--- config.mk ---
export PLATFORM = sky130hd
export DESIGN_NAME = ctl_bank_i2c_slave
export DESIGN_NICKNAME = d
export VERILOG_FILES = /design/src/rtl/ctl_bank_i2c_slave.sv
export SDC_FILE = /design/constraint.sdc
export NUM_CORES = 1
export LEC_CHECK = 0
export BUFFER_PORTS_ARGS = -buffer_cell sky130_fd_sc_hd__buf_4
export CORE_AREA = 2 2 107 109
export DETAILED_ROUTE_END_ITERATION = 6
export DIE_AREA = 0 0 109 111
export REMOVE_ABC_BUFFERS = 1
export SYNTH_ARGS = -nofsm -noshare
export SYNTH_HDL_FRONTEND = slang
export SYNTH_SLANG_ARGS = --single-unit
--- constraint.sdc ---
create_clock -name clk -period 4.4 [get_ports clk]
set_input_delay 0.44 -clock clk [delete_from_list [all_inputs] [get_ports clk]]
set_output_delay 0.44 -clock clk [all_outputs]
set_load 0.01 [all_outputs]
--- src/rtl/ctl_bank_i2c_slave.sv ---
module ctl_bank_i2c_slave #(
  parameter logic [6:0] DEV_ADDR = 7'b1000000,
  parameter int NREG = 9
) (
  input  logic            clk,
  input  logic            rst,
  input  logic            scl_in,
  input  logic            sda_in,
  output logic            sda_pull,
  output logic [NREG*8-1:0] ctl_regs
);
  localparam int PW = $clog2(NREG) + 1;
  localparam logic [PW-1:0] LAST = PW'(NREG - 1);
  localparam logic [PW-1:0] PMAX = '1;

  typedef enum logic [1:0] {S_IDLE, S_RECV, S_ACK} st_t;
  typedef enum logic [1:0] {P_ADDR, P_CMD, P_DATA} ph_t;

  logic [2:0] scl_q, sda_q;
  logic scl_s, scl_d, sda_s, sda_d;
  st_t st;
  ph_t ph;
  logic [3:0] bit_n;
  logic [7:0] sh;
  logic [PW-1:0] ptr;
  logic [7:0] bank [NREG];

  always_ff @(posedge clk) begin
    if (rst) begin
      scl_q <= '1;
      sda_q <= '1;
    end else begin
      scl_q <= {scl_q[1:0], scl_in};
      sda_q <= {sda_q[1:0], sda_in};
    end
  end

  assign scl_s = scl_q[1];
  assign scl_d = scl_q[2];
  assign sda_s = sda_q[1];
  assign sda_d = sda_q[2];

  wire start_c  = scl_s & scl_d & sda_d & ~sda_s;
  wire stop_c   = scl_s & scl_d & ~sda_d & sda_s;
  wire scl_rise = scl_s & ~scl_d;
  wire scl_fall = ~scl_s & scl_d;

  wire byte_done = (st == S_RECV) && scl_fall && (bit_n == 4'd8);
  wire addr_ok   = (sh[7:1] == DEV_ADDR) && !sh[0];
  wire wr_cmd    = byte_done && (ph == P_CMD);
  wire wr_data   = byte_done && (ph == P_DATA) && (ptr <= LAST);

  always_ff @(posedge clk) begin
    if (rst) begin
      st <= S_IDLE;
      ph <= P_ADDR;
      bit_n <= '0;
      sh <= '0;
      sda_pull <= 1'b0;
    end else if (start_c) begin
      st <= S_RECV;
      ph <= P_ADDR;
      bit_n <= '0;
      sda_pull <= 1'b0;
    end else if (stop_c) begin
      st <= S_IDLE;
      sda_pull <= 1'b0;
    end else begin
      case (st)
        S_RECV: begin
          if (scl_rise && bit_n < 4'd8) begin
            sh <= {sh[6:0], sda_s};
            bit_n <= bit_n + 4'd1;
          end
          if (byte_done) begin
            if (ph == P_ADDR && !addr_ok) begin
              st <= S_IDLE;
            end else begin
              st <= S_ACK;
              sda_pull <= 1'b1;
              ph <= (ph == P_ADDR) ? P_CMD : P_DATA;
            end
          end
        end
        S_ACK: begin
          if (scl_fall) begin
            sda_pull <= 1'b0;
            st <= S_RECV;
            bit_n <= '0;
          end
        end
        default: ;
      endcase
    end
  end

  always_ff @(posedge clk) begin
    if (rst) begin
      ptr <= '0;
      for (int i = 0; i < NREG; i++) bank[i] <= '0;
    end else if (wr_cmd) begin
      case (sh[7:6])
        2'b00: begin bank[0][5:0] <= sh[5:0]; ptr <= PW'(1); end
        2'b01: begin bank[1][5:0] <= sh[5:0]; ptr <= PW'(2); end
        2'b10: ptr <= PW'(sh[3:0]);
        default: ptr <= PMAX;
      endcase
    end else if (byte_done && ph == P_DATA) begin
      if (wr_data) bank[ptr] <= sh;
      if (ptr != PMAX) ptr <= ptr + 1'b1;
    end
  end

  for (genvar g = 0; g < NREG; g++) begin : g_out
    assign ctl_regs[g*8 +: 8] = bank[g];
  end

  a_r1_reject_addr: assert property (@(posedge clk) disable iff (rst)
    (byte_done && ph == P_ADDR && !addr_ok && !start_c && !stop_c) |=> (!sda_pull && st == S_IDLE));
  a_r3_quick_keeps_top: assert property (@(posedge clk) disable iff (rst)
    (wr_cmd && sh[7:6] == 2'b00 && !start_c && !stop_c) |=>
      (bank[0][7:6] == $past(bank[0][7:6]) && bank[0][5:0] == $past(sh[5:0])));
  a_r6_test_no_write: assert property (@(posedge clk) disable iff (rst)
    (wr_cmd && sh[7:6] == 2'b11) |=> $stable(ctl_regs));
  a_r8_no_oob_write: assert property (@(posedge clk) disable iff (rst)
    (byte_done && ph == P_DATA && ptr > LAST) |=> $stable(ctl_regs));
  a_r9_reset_clear: assert property (@(posedge clk)
    rst |=> (ctl_regs == '0));
  a_r10_pull_on_low: assert property (@(posedge clk) disable iff (rst)
    $rose(sda_pull) |-> !scl_s);
endmodule

* Yosys cells after proc, flatten, opt, wreduce, memory -nomap -nowiden *
Memories as Yosys holds them, arrays and structs flattened.
Index checks and enable logic that the tools add are counted.
Widths: inputs -> output; s select.

word-level totals
  latch bits = 0
  bits in writable memories = 72
  bits in registers = 28
  memory bits (read-only) = 0
  input bits = 4
  word-level logic and storage cells = 109
  memories kept = 1

memory list
  memory  words  bits a word  read ports  clocked after memory_dff  write ports  RTL line  source
  bank    9      8            9           0                         9            26        logic [7:0] bank [NREG];

operators by class
  order comparisons = 2
  eq/ne operators = 15
  reductions and logical operators = 26
  multipliers = 0
  add/sub/neg operators = 2
  bitwise logic cells = 16
  div/mod/pow operators = 0
  shifts and indexed selects = 0
  muxes and demuxes = 38

operator list
  operator             count
  $mux 1               20
  $reduce_and 4->1     4
  $mux 5               3
  $pmux 5 s3           1
  $mux 4               3
  $mux 6               2
  $mux 2               5
  $logic_and 1x1->1    8
  $mux 8               1
  $ne 4x4->1 const B   2
  $pmux 4 s2           1
  $reduce_or 8->1      1
  $and 1x1->1          7
  $eq 7x7->1 const B   1
  $not 1->1            7
  $eq 2x1->1 const B   3
  $eq 2x2->1 const B   3
  $ne 2x2->1 const B   3
  $reduce_and 3->1     2
  $reduce_bool 2->1    3
  $add 5x1->5 const B  1
  $le 5x4->1 const B   1
  $ne 5x5->1 const B   1
  $add 4x1->4 const B  1
  12 further kinds     15

* Longest topological paths before layout *
Gate-level depths: netlist (run 1).

  word-level depth = 13
  depth in mapped cells = 8
  mapped depth without buffers = 7

* Worst setup path after synthesis (run 1) *
Ideal clock, no wire load.

  path type = register -> register
  start point = register st[1]
  end point = memory bank[6][0] (enable)
  slack = 2,032 ps
  cell stages (with the launch flop) = 8
  data arrival time = 1,984 ps
  path buffers = 2
  period minus slack after synthesis = 2,368 ps
  library setup time = 384 ps
  cell sequence = dfxtp_1 > inv_1 > ha_1 > and4b_1 > buf_4 > nand4_1 > clkbuf_1 > o21ai_0

RTL lines
  what                    RTL line  source
  from (decl)             21        st_t st;
  from (signal assigned)  55        st <= S_IDLE;
  from (signal assigned)  61        st <= S_RECV;
  from (signal assigned)  66        st <= S_IDLE;
  to (decl)               26

==> metrics.log, run 1 <==
[metrics] aggregate global-route resource usage: 0.1541
[metrics] drt pass-1 iters: 5
[metrics] synthesis warning total: 0
[metrics] synthesis-to-finish area growth: 23.03%
[metrics] Buf+Inv Stages, Crit Path: 1
[metrics] RSZ-0062 raised after global routing: false
[metrics] Layout Nets: 448
[metrics] cell at the slowest stage of the critical path: o21ai_0
[metrics] crit-path max FO: 14
[metrics] WL final: 8.941 mm
[metrics] power per standard cell area: 379.4 nW/um2
[metrics] cell-by-cell trace of the critical path: inv_1 > ha_1 > and4b_1 > nand4_1 > o21ai_0
[metrics] Cells after DPL: 567
[metrics] fraction of synthesized cell area in xor and xnor cells: 0.002043
[metrics] number of library cell types mapped by synthesis: 49
[metrics] Root Driver: clkbuf_16
[metrics] share of layout cells above drive strength 1: 0.2364
[metrics] Setup Skew: 0.004917 ns
[metrics] share of synthesized flip-flops with an asynchronous set or reset: 0
[metrics] maximum clock insertion buffer count: 2
[metrics] TritonCTS clock tree: yes
[metrics] post-synthesis instance total: 368
[metrics] summed negative setup slack over all endpoints: 0 ns
[metrics] antenna-violating nets left: 0
[metrics] critical path launch point type: flop
[metrics] number of synthesized register bits: 100
[metrics] Worst Tran Pin Value: 1.020 ns
[metrics] Congestion Overflow GR: 0
[metrics] horizontal die dimension: 109 um
[metrics] source-to-sink clock delay at the later pin of the worst-skew pair: 0.34 ns
[metrics] Synth Area in Simple Gates: 0.2180
[metrics] cells resized by post-CTS repair: 0
[metrics] core area: 11,080 um2
[metrics] clock slew at the register clock pins of the worst setup and hold paths: 0.07 ns
[metrics] Antenna Diode Count: 0
[metrics] max cap viols: 0
[metrics] netlist area before placement: 4287 um2
[metrics] final critical-path required period: 3.024 ns
[metrics] Crit path arrival time: 2.99 ns
[metrics] detailed-route vias per instance: 5.045
[metrics] HP Class: in -> reg
[metrics] most instantiated flip-flop cell in the synthesis netlist: edfxtp_1
[metrics] syn_area_per_cell: 11.65 um2
[metrics] Max Fclk: 330.7 MHz
[metrics] share of the synthesized area in compound gates (AO/OA/AOI/OAI): 0.08669
[metrics] routed wirelength normalized by instance count: 15.34 um
[metrics] EDFF count, synth: 72
[metrics] effective utilization at floorplan: 0.3870
[metrics] area after detailed placement: 4951 um2
[metrics] kind of cell adding the most delay to the critical path: compound AO/OA/AOI/OAI gates
[metrics] number of cell rows: 39
[metrics] largest family of logic cells by synthesized area: simple AND/OR/NAND/NOR gates
[metrics] maximum number of pins on one net before global-route repair: 26
[metrics] wire length of the first global-routing pass: 14.10 mm
[metrics] capturing element type of the critical path: flop
[metrics] placer congestion estimate: 0.8317
[metrics] Util after Layout: 0.4761
[metrics] count of vias placed by the detailed router: 2,941
[metrics] Post-route DRC: 0
[metrics] Worst Path Required: 4.36 ns
[metrics] share of the cycle needed by the critical path after routing: 0.6873
[metrics] post-CTS setup buffer count: 0
[metrics] total power after layout: 2.001 mW
[metrics] clock buffer count from CTS: 9
[metrics] WS Path Type: reg -> reg
[metrics] die footprint: 12,100 um2
[metrics] fin. max-slew vios: 0
[metrics] post-synthesis mux area share: 0.002335
[metrics] Slew HR: 0.3129
[metrics] non-filler instance count after layout: 583
[metrics] number of levels in the clock H-tree: 3
[metrics] antenna violations before repair: 0
[metrics] y dimension of the die: 111 um
[metrics] final non-filler cell area: 5274 um2
[metrics] final hold violation count: 0
[metrics] Hold-fix buffers, CTS: 0
[metrics] total setup violations reported at the end of the flow: 0
[metrics] sequential element share of the synthesized area: 0.6351
[metrics] number of fillers in the final layout: 1,002
[metrics] status: completed
[metrics] vias in the first global route: 2,721
[metrics] Crit path largest cell delay: 1.00 ns
[metrics] LEAKAGE: 1.926 nW
[metrics] number of design-rule violations left by the first detailed-router iteration: 213
[metrics] Clock Sinks: 100
[metrics] Port Buffer Count: 76
[metrics] largest vdd supply drop: 194.0 uV
[metrics] final HPWL from detailed placement: 6.030 mm
[metrics] adder and majority gate portion of the synthesized area: 0.02627
[metrics] IO Pins: 77
==> cells in the final DEF, fill, tap and decap left out, drive strengths merged, types with 2 or more instances in the layout <==
master / synthesis / final
inv: 10 / 12
o211ai: 4 / 4
a21o: 2 / 2
nand4: 4 / 4
bufinv: 0 / 2
ha: 9 / 9
o2111ai: 2 / 2
o21bai: 2 / 2
o32ai: 2 / 2
a311oi: 2 / 2
buf: 7 / 76
and3: 3 / 3
o22ai: 2 / 2
nor2b: 4 / 4
nor2: 17 / 17
or2: 7 / 7
nor3: 17 / 17
a31oi: 3 / 3
clkbuf: 13 / 9
nor3b: 5 / 5
nand2: 34 / 34
o21a: 2 / 2
nand4bb: 2 / 2
dfxtp: 28 / 28
clkinvlp: 0 / 2
a21oi: 20 / 20
nand2b: 3 / 3
clkinv: 1 / 2
and2: 59 / 59
nand3: 5 / 5
o21ai: 14 / 14
edfxtp: 72 / 72
==> metal layers <==
metal  share of wire  up-vias  GRT usage
met5               0        -          0
met4           0.016        0    0.05726
met3           0.075       14    0.03704
met2            0.48      111     0.2427
met1            0.43     1368     0.2055
li1                -     1448          -
==> path summary, 6_finish.rpt <==
kind / slack (ns) / start / to / cells after the start
worst max-delay path: 1.38 / st[1]$_SDFFE_PP0P_ / bank[5][7]$_SDFFCE_PN0P_ / 5
worst min-delay path: 0.28 / sda_in / sda_q[0]$_SDFF_PP1_ / 2
worst max register to register: 1.38 / st[1]$_SDFFE_PP0P_ / bank[5][7]$_SDFFCE_PN0P_ / 5
worst min register to register: 0.41 / sda_q[0]$_SDFF_PP1_ / sda_q[1]$_SDFF_PP1_ / 1
==> worst reg2reg max path, stage by stage, from the launching register on <==
cell     delay, ns
dfxtp_1       0.32
inv_1         0.06
ha_1          0.27
and4b_1       0.47
nand4_1       0.53
o21ai_0       1.00
==> layout make-up <==
cell class                      count  area (um2)  share of cell area
Multi-Input combinational cell    237        1438              0.2726
Timing Repair Buffer               76       570.5              0.1082
Clock buffer                        9       225.2             0.04270
Tap cell                          143       178.9             0.03393
Sequential cell                   100        2723              0.5163
Inverter                           11       41.29            0.007829
Clock inverter                      7       97.59             0.01851
==> power by group <==
part	switching [mW]	internal, mW	total, mW
registers	0.0136	1.04	1.06
logic	0.0565	0.0502	0.107
clock network	0.337	0.501	0.838
==> registers in the layout (all words and copies together), names as in the netlist <==
signal	flops
bank	72
sh	8
ptr	5
bit_n	4
scl_q	3
sda_q	3
ph	2
st	2
sda_pull	1
==> cells by family after synthesis <==
group                      Yosys count
xor gates and xnor gates             1
and+or+nand+nor                    167
buffers and inverters               31
adders and majority gates            9
DFF                                100
muxes                                1
AOI/OAI and AO/OA                   59
==> per-stage QoR <==
stage               hold slack (ns)  setup WS [ns]
floorplan                    0.3895          1.919
CTS                          0.2677          1.346
detailed placement           0.3972          1.356
global route                 0.2699          1.038
global placement             0.3940          1.486
finish                       0.2800          1.376
==> Yosys cell counts (all sizes together) (4+ instances only) <==
library cell / number / area share
nand2: 34 / 0.030
and2: 59 / 0.086
dfxtp: 28 / 0.13
o21ai: 14 / 0.016
ha: 9 / 0.026
inv: 10 / 0.0088
clkbuf: 13 / 0.011
nor3b: 5 / 0.0099
or2: 7 / 0.010
nor2b: 4 / 0.0058
o211ai: 4 / 0.0070
nand3: 5 / 0.0058
nor2: 17 / 0.015
a21oi: 20 / 0.023
buf: 7 / 0.0085
nor3: 17 / 0.020
edfxtp: 72 / 0.50
nand4: 4 / 0.0073
Power figures use the tool's default switching activity.
==> run 2, diff against run 1 <==
==> constraint.sdc (replaced) <==
create_clock -name clk -period 2.75 [get_ports clk]
set_input_delay 0.275 -clock clk [delete_from_list [all_inputs] [get_ports clk]]
set_output_delay 0.275 -clock clk [all_outputs]
set_load 0.01 [all_outputs]
==> run 2 against run 1 <==
Compared with the run above:
- hold slack worse by 0.17 ns
- utilization is 0.53 points higher
- setup slack worse by 0.92 ns
- clock skew hardly changed
==> metrics.log, run 2 (same netlist as run 1, synthesis figures left out) <==
[metrics] area after detailed placement: 5056 um2 (+2.1%)
[metrics] R2R Path Start: st[1]$_SDFFE_PP0P_
[metrics] internal power consumption: 2.377 mW (+49%)
[metrics] largest vdd supply drop: 264.1 uV (+36%)
[metrics] final critical-path required period: 2.291 ns (-0.7329 ns)
[metrics] Switch Pwr: 0.6582 mW (+62%)
[metrics] summed negative setup slack over all endpoints: 0 ns (unchanged)
[metrics] post-CTS setup buffer count: 0 (unchanged)
[metrics] share of the cycle needed by the critical path after routing: 0.8331 (+0.1458)
[metrics] detailed-route vias per instance: 4.970 (-1.5%)
[metrics] critical path launch point type: flop
[metrics] core area: 11,080 um2 (unchanged)
[metrics] HP Start: scl_in
[metrics] antenna-violating nets left: 0 (unchanged)
[metrics] final HPWL from detailed placement: 6.329 mm (+5.0%)
[metrics] power per standard cell area: 569.2 nW/um2 (+50%)
[metrics] fraction of power consumed by the clock network: 0.384 (-0.035)
[metrics] Slew HR: 0.3839 (+0.07102)
[metrics] switching portion of total power: 0.2168 (+0.01343)
[metrics] fin. max-slew vios: 0 (unchanged)
[metrics] effective utilization at floorplan: 0.3870 (unchanged)
[metrics] routed wirelength normalized by instance count: 15.33 um (about the same)
[metrics] Clock Sinks: 100 (unchanged)
[metrics] number of cell rows: 39 (unchanged)
[metrics] Setup Skew: 0.004461 ns (-0.0004556 ns)
[metrics] drt pass-1 iters: 5 (unchanged)
[metrics] Final Worst Setup Slack: 0.4590 ns (-0.9171 ns)
[metrics] Crit path largest cell delay: 0.42 ns (-0.58 ns)
[metrics] largest registers: bank x72, sh x8, ptr x5
[metrics] vias in the first global route: 2,863 (+5.2%)
[metrics] share of power burned in registers: 0.557 (+0.029)
[metrics] non-filler instance count after layout: 597 (+2.4%)
[metrics] placer congestion estimate: 0.8601 (+3.4%)
[metrics] HP Class: in -> reg
[metrics] horizontal die dimension: 109 um (unchanged)
[metrics] highest-count cells in the layout ignoring fill and taps: buf_4, edfxtp_1, and2_1, nand2_1, dfxtp_1
[metrics] status: completed
[metrics] cell at the slowest stage of the critical path: and4b_1
[metrics] y dimension of the die: 111 um (unchanged)
[metrics] source-to-sink clock delay at the later pin of the worst-skew pair: 0.35 ns (about the same)
[metrics] Worst Tran Pin Value: 0.9171 ns (-0.1028 ns)
[metrics] RSZ-0062 raised after global routing: false
[metrics] number of fillers in the final layout: 1,012 (+1.0%)
[metrics] largest reg by FF count: bank
[metrics] count of vias placed by the detailed router: 2,967 (+0.88%)
[metrics] number of design-rule violations left by the first detailed-router iteration: 126 (-41%)
[metrics] Port Buffer Count: 76 (unchanged)
[metrics] Util after Layout: 0.4814 (+0.005309)
[metrics] cell-by-cell trace of the critical path: inv_1 > ha_1 > and4b_1 > nand4_2 > o21ai_1 > o21bai_1
[metrics] share of layout cells above drive strength 1: 0.2577 (+0.02135)
[metrics] die footprint: 12,100 um2 (unchanged)
[metrics] Worst Path Required: 2.74 ns (-1.62 ns)
[metrics] Post-route DRC: 0 (unchanged)
[metrics] cells resized by post-CTS repair: 0 (unchanged)
[metrics] maximum clock insertion buffer count: 2 (unchanged)
[metrics] total power after layout: 3.035 mW (+52%)
[metrics] final non-filler cell area: 5333 um2 (+1.1%)
[metrics] Cells after DPL: 581 (+2.5%)
[metrics] Antenna Diode Count: 0 (unchanged)
[metrics] IO Pins: 77 (unchanged)
[metrics] flip-flop count of the largest register after layout: 72 (unchanged)
[metrics] Root Driver: clkbuf_16
[metrics] post-placement worst setup slack: 0.4870 ns (-0.8691 ns)
[metrics] portion of total power attributed to combinational logic: 0.059 (+0.006)
[metrics] WL final: 9.150 mm (+2.3%)
[metrics] WS Path Type: reg -> reg
[metrics] clock slew at the register clock pins of the worst setup and hold paths: 0.06 ns (about the same)
[metrics] Crit path arrival time: 2.28 ns (-0.71 ns)
[metrics] clock buffer count from CTS: 9 (unchanged)
[metrics] LEAKAGE: 1.976 nW (+2.6%)
[metrics] worst hold-check slack: 0.1080 ns (-0.1720 ns)
[metrics] CP Launch Point: st[1]$_SDFFE_PP0P_
[metrics] most frequent standard cell in the layout excluding fill and tap cells: buf_4
[metrics] wire length of the first global-routing pass: 14.38 mm (+2.0%)
[metrics] crit-path max FO: 8 (-6)
[metrics] TritonCTS clock tree: yes
[metrics] synthesis-to-finish area growth: 24.40%
[metrics] final hold violation count: 0 (unchanged)
[metrics] maximum number of pins on one net before global-route repair: 26 (unchanged)
[metrics] Congestion Overflow GR: 0 (unchanged)
[metrics] number of levels in the clock H-tree: 3 (unchanged)
[metrics] Layout Nets: 462 (+3.1%)
[metrics] aggregate global-route resource usage: 0.1587 (+0.004543)
[metrics] Hold-fix buffers, CTS: 0 (unchanged)
[metrics] capturing element type of the critical path: flop
[metrics] antenna violations before repair: 0 (unchanged)
[metrics] Max Fclk: 436.5 MHz (+32%)
[metrics] max cap viols: 0 (unchanged)
[metrics] total setup violations reported at the end of the flow: 0 (unchanged)
## run 2: changes by cell type in the layout (fill, tap and decap cells not counted), sizes merged
cell	delta
bufinv	-2
clkinvlp	-1
clkbuf	+1
inv	+1
buf	+14
clkinv	+1
## run 2: final cells by class
cell class | count | area, um2 | share of cell area
Inverter | 11 | 41.29 | 0.007743
Clock inverter | 6 | 47.55 | 0.008916
Timing Repair Buffer | 90 | 675.6 | 0.1267
Tap cell | 143 | 178.9 | 0.03355
Multi-Input combinational cell | 237 | 1438 | 0.2696
Sequential cell | 100 | 2723 | 0.5106
Clock buffer | 10 | 229.0 | 0.04294
## run 2: power groups by stage
stage               Sequential (mW)  Combinational, mW  Clock, mW
floorplan                      1.75             0.0406          0
global placement               1.72              0.180          0
detailed placement             1.72              0.182          0
CTS                            1.69              0.182       1.20
global route                   1.69              0.195       1.24
finish                         1.69              0.179       1.17
## run 2: critical path: cells and delay by family, from the launching register on
family / cells / cell delay [ns]
buf+inv: 1 / 0.07
simple gates: 2 / 0.65
flops: 1 / 0.31
compound gates: 2 / 0.63
fa+ha+maj: 1 / 0.28
## run 2: worst paths after layout
kind / end / slack (ns) / depth (start not counted)
min: scl_q[0]$_SDFF_PP1_ / 0.11 / 2
max reg2reg: bank[1][0]$_DFFE_PP_ / 0.46 / 6
max: bank[1][0]$_DFFE_PP_ / 0.46 / 6
min reg2reg: sda_q[1]$_SDFF_PP1_ / 0.41 / 1
## run 2: layer usage
metal / GRT usage / wire [um] / vias to the layer above
li1: - / - / 1477
met3: 0.02763 / 430 / 20
met2: 0.2592 / 4405 / 71
met4: 0.09316 / 300 / 0
met1: 0.1942 / 4014 / 1399
met5: 0 / 0 / -
==> run 3, diff against run 2 <==
--- a/config.mk
+++ b/config.mk
@@ -5,10 +5,11 @@
 export SDC_FILE = /design/constraint.sdc
 export NUM_CORES = 1
 export LEC_CHECK = 0
+export ABC_AREA = 1
 export BUFFER_PORTS_ARGS = -buffer_cell sky130_fd_sc_hd__buf_4
-export CORE_AREA = 2 2 107 109
+export CORE_AREA = 2 2 106 108
 export DETAILED_ROUTE_END_ITERATION = 6
-export DIE_AREA = 0 0 109 111
+export DIE_AREA = 0 0 108 110
 export REMOVE_ABC_BUFFERS = 1
 export SYNTH_ARGS = -nofsm -noshare
 export SYNTH_HDL_FRONTEND = slang
==> constraint.sdc (replaced) <==
create_clock -name clk -period 1.99 [get_ports clk]
set_input_delay 0.199 -clock clk [delete_from_list [all_inputs] [get_ports clk]]
set_output_delay 0.199 -clock clk [all_outputs]
set_load 0.01 [all_outputs]
==> run 3 against run 2 <==
Compared with the run above:
- global-route usage is 0.67 points higher
- critical path depth increased by 3
- clock power rose by 4%
- final cell count grew 9.5%
- combinational power increased by 68%
- power up 27%
- largest power group unchanged
- final area is 0.14% lower
- clock-buffer cell count unchanged
==> metrics.log, run 3 <==
[metrics] crit-path max FO: 8 (unchanged)
[metrics] share of the cycle needed by the critical path after routing: 0.9344 (+0.1013)
[metrics] capturing element type of the critical path: flop
[metrics] share of layout cells above drive strength 1: 0.2860 (+0.02828)
[metrics] Antenna Diode Count: 0 (unchanged)
[metrics] share of synthesized flip-flops with an asynchronous set or reset: 0 (unchanged)
[metrics] Slew HR: 0.5738 (+0.1900)
[metrics] TritonCTS clock tree: yes
[metrics] y dimension of the die: 110 um (-0.90%)
[metrics] Clock Sinks: 100 (unchanged)
[metrics] most frequent standard cell in the layout excluding fill and tap cells: buf_4
[metrics] post-synthesis instance total: 406 (+10%)
[metrics] count of vias placed by the detailed router: 3,112 (+4.9%)
[metrics] Max Fclk: 537.8 MHz (+23%)
[metrics] share of power burned in registers: 0.605 (+0.048)
[metrics] Port Buffer Count: 76 (unchanged)
[metrics] final HPWL from detailed placement: 6.692 mm (+5.7%)
[metrics] critical path launch point type: flop
[metrics] commonest cells in the synthesized netlist: nor2_1, edfxtp_1, nand2_1
[metrics] effective utilization at floorplan: 0.3932 (+0.006229)
[metrics] switching portion of total power: 0.2456 (+0.02874)
[metrics] IO Pins: 77 (unchanged)
[metrics] max cap viols: 0 (unchanged)
[metrics] largest cells by area after synthesis: edfxtp_1, dfxtp_1, nor2_1, nand2_1, a21oi_1
[metrics] Crit path arrival time: 1.93 ns (-0.35 ns)
[metrics] largest vdd supply drop: 391.8 uV (+48%)
[metrics] die footprint: 11,880 um2 (-1.8%)
[metrics] final critical-path required period: 1.859 ns (-0.4316 ns)
[metrics] fin. max-slew vios: 0 (unchanged)
[metrics] clock buffer count from CTS: 9 (unchanged)
[metrics] total setup violations reported at the end of the flow: 0 (unchanged)
[metrics] aggregate global-route resource usage: 0.1654 (+0.006661)
[metrics] detailed-route vias per instance: 4.758 (-4.3%)
[metrics] status: completed
[metrics] fraction of power consumed by the clock network: 0.317 (-0.067)
[metrics] wire length of the first global-routing pass: 14.60 mm (+1.5%)
[metrics] Worst Tran Pin Value: 0.6385 ns (-0.2786 ns)
[metrics] top cell type's share of synthesized area: 0.5140 (+0.009601)
[metrics] source-to-sink clock delay at the later pin of the worst-skew pair: 0.37 ns (+0.02 ns)
[metrics] number of synthesized register bits: 100 (unchanged)
[metrics] number of levels in the clock H-tree: 3 (unchanged)
[metrics] Setup Skew: 0.01202 ns (+0.007555 ns)
[metrics] WS Path Type: reg -> reg
[metrics] portion of total power attributed to combinational logic: 0.078 (+0.019)
[metrics] syn_area_per_cell: 10.36 um2 (-11%)
[metrics] synthesis warning total: 0 (unchanged)
[metrics] routed wirelength normalized by instance count: 14.67 um (-4.3%)
[metrics] number of design-rule violations left by the first detailed-router iteration: 154 (+22%)
[metrics] Worst Path Required: 2.06 ns (-0.68 ns)
[metrics] antenna violations before repair: 0 (unchanged)
[metrics] EDFF count, synth: 72 (unchanged)
[metrics] Congestion Overflow GR: 0 (unchanged)
[metrics] most instantiated flip-flop cell in the synthesis netlist: edfxtp_1
[metrics] HP Class: in -> reg
[metrics] highest-count cells in the layout ignoring fill and taps: buf_4, nor2_1, edfxtp_1, nand2_1, inv_1
[metrics] summed negative setup slack over all endpoints: 0 ns (unchanged)
[metrics] vias in the first global route: 2,895 (+1.1%)
[metrics] FF-to-FF path depth: 9 (+3)
[metrics] cell type with the largest total area after synthesis: edfxtp_1
[metrics] worst hold-check slack: 0.1974 ns (+0.08934 ns)
[metrics] drt pass-1 iters: 4 (-1)
[metrics] Post-route DRC: 0 (unchanged)
[metrics] WL final: 9.592 mm (+4.8%)
[metrics] Layout Nets: 522 (+13%)
[metrics] number of library cell types mapped by synthesis: 25 (-49%)
[metrics] final hold violation count: 0 (unchanged)
[metrics] largest reg by FF count: bank
[metrics] maximum number of pins on one net before global-route repair: 19 (-27%)
[metrics] flip-flop count of the largest register after layout: 72 (unchanged)
[metrics] sequential element share of the synthesized area: 0.6472 (+0.01209)
[metrics] synthesis-to-finish area growth: 26.59%
[metrics] number of cell rows: 38 (-2.6%)
[metrics] internal power consumption: 2.902 mW (+22%)
[metrics] largest registers: bank x72, sh x8, ptr x5
[metrics] maximum clock insertion buffer count: 2 (unchanged)
[metrics] netlist area before placement: 4207 um2 (-1.9%)
[metrics] antenna-violating nets left: 0 (unchanged)
[metrics] core area: 10,700 um2 (-3.4%)
[metrics] Root Driver: clkbuf_8
[metrics] placer congestion estimate: 0.8145 (-5.3%)
[metrics] horizontal die dimension: 108 um (-0.92%)
[metrics] RSZ-0062 raised after global routing: false
[metrics] clock slew at the register clock pins of the worst setup and hold paths: 0.10 ns (+0.04 ns)
[metrics] power per standard cell area: 722.4 nW/um2 (+27%)
[metrics] library cell with the highest instance count after synthesis: nor2_1
[metrics] Switch Pwr: 0.9447 mW (+44%)
[metrics] LEAKAGE: 2.143 nW (+8.4%)
[metrics] Worst Hold Path Cells: 3 (+1)
==> run 3: final cells by class <==
type / count / area (um2)
clock buffers: 10 / 127.6
clock inverters: 6 / 55.05
fillers: 1004 / 5373
inverters: 35 / 131.4
multi-input cells: 256 / 1305
flip-flops and latches: 100 / 2723
well taps: 140 / 175.2
repair buffers: 107 / 808.3
==> run 3: power groups by stage <==
stage                     Combinational (mW)  Clock (mW)  Sequential, mW
after floorplan                        0.126           0            2.40
final                                  0.300        1.22            2.33
after detailed placement               0.294           0            2.38
after CTS                              0.299        1.25            2.33
after global routing                   0.336        1.32            2.34
after global placement                 0.289           0            2.38
==> run 3: cell families after synthesis <==
family	count (synthesis)	synth area share
xor+xnor	2	0.004165
buf+inv	51	0.05413
fa+ha+maj	9	0.02677
simple gates	196	0.2106
compound gates	48	0.05711
flops	100	0.6472
==> run 3: repair_timing <==
item / in CTS / in global routing
resized for setup: 1 / 10
setup endpoints to repair: 6 / 72
gates cloned: 0 / 1
pin swaps: 0 / 2
setup buffers: 0 / 2
hold buffers: 2 / 0
endpoints found under the hold margin: 2 / 0
==> run 3: final timing paths <==
kind / from / slack [ns] / end
hold reg to reg: sda_q[0]$_SDFF_PP1_ / 0.42 / sda_q[1]$_SDFF_PP1_
hold / removal: rst / 0.20 / ptr[0]$_SDFFE_PP0P_
setup reg to reg: bit_n[0]$_SDFFE_PP0P_ / 0.13 / bank[5][6]$_SDFFCE_PN0P_
setup / recovery: bit_n[0]$_SDFFE_PP0P_ / 0.13 / bank[5][6]$_SDFFCE_PN0P_
==> run 3: critical path: stages, from the launching register on <==
cell and delay (ns):
dfxtp_1 0.34, inv_1 0.10, ha_1 0.18, nand3_1 0.12, nor2_4 0.15, nand2_4 0.09, nor2_8 0.17, buf_4 0.13
nand3_2 0.08, nand2_2 0.20
==> run 3: routing by layer <==
metal,GRT usage,vias up,routed length (um)
met5,0,-,0
met4,0.04670,0,110
met3,0.03998,11,650
met2,0.2830,105,4576
met1,0.2102,1440,4256
li1,-,1556,-
==> run 3: per-stage QoR <==
| step | total power, mW | utilization | instances | cell area [um2] | setup WS [ns] |
|---|---|---|---|---|---|
| final | 3.847 | 0.4978 | 654 | 5325 | 0.1305 |
| after global routing | 3.989 | 0.4978 | 654 | 5325 | 0.0001767 |
| after CTS | 3.879 | 0.4923 | 651 | 5266 | 0.01819 |
| after detailed placement | 2.672 | 0.4729 | 633 | 5059 | -0.03786 |
| after global placement | 2.664 | 0.4729 | 633 | 5059 | 0.05484 |
| after floorplan | 2.526 | - | 390 | 4110 | 0.02164 |
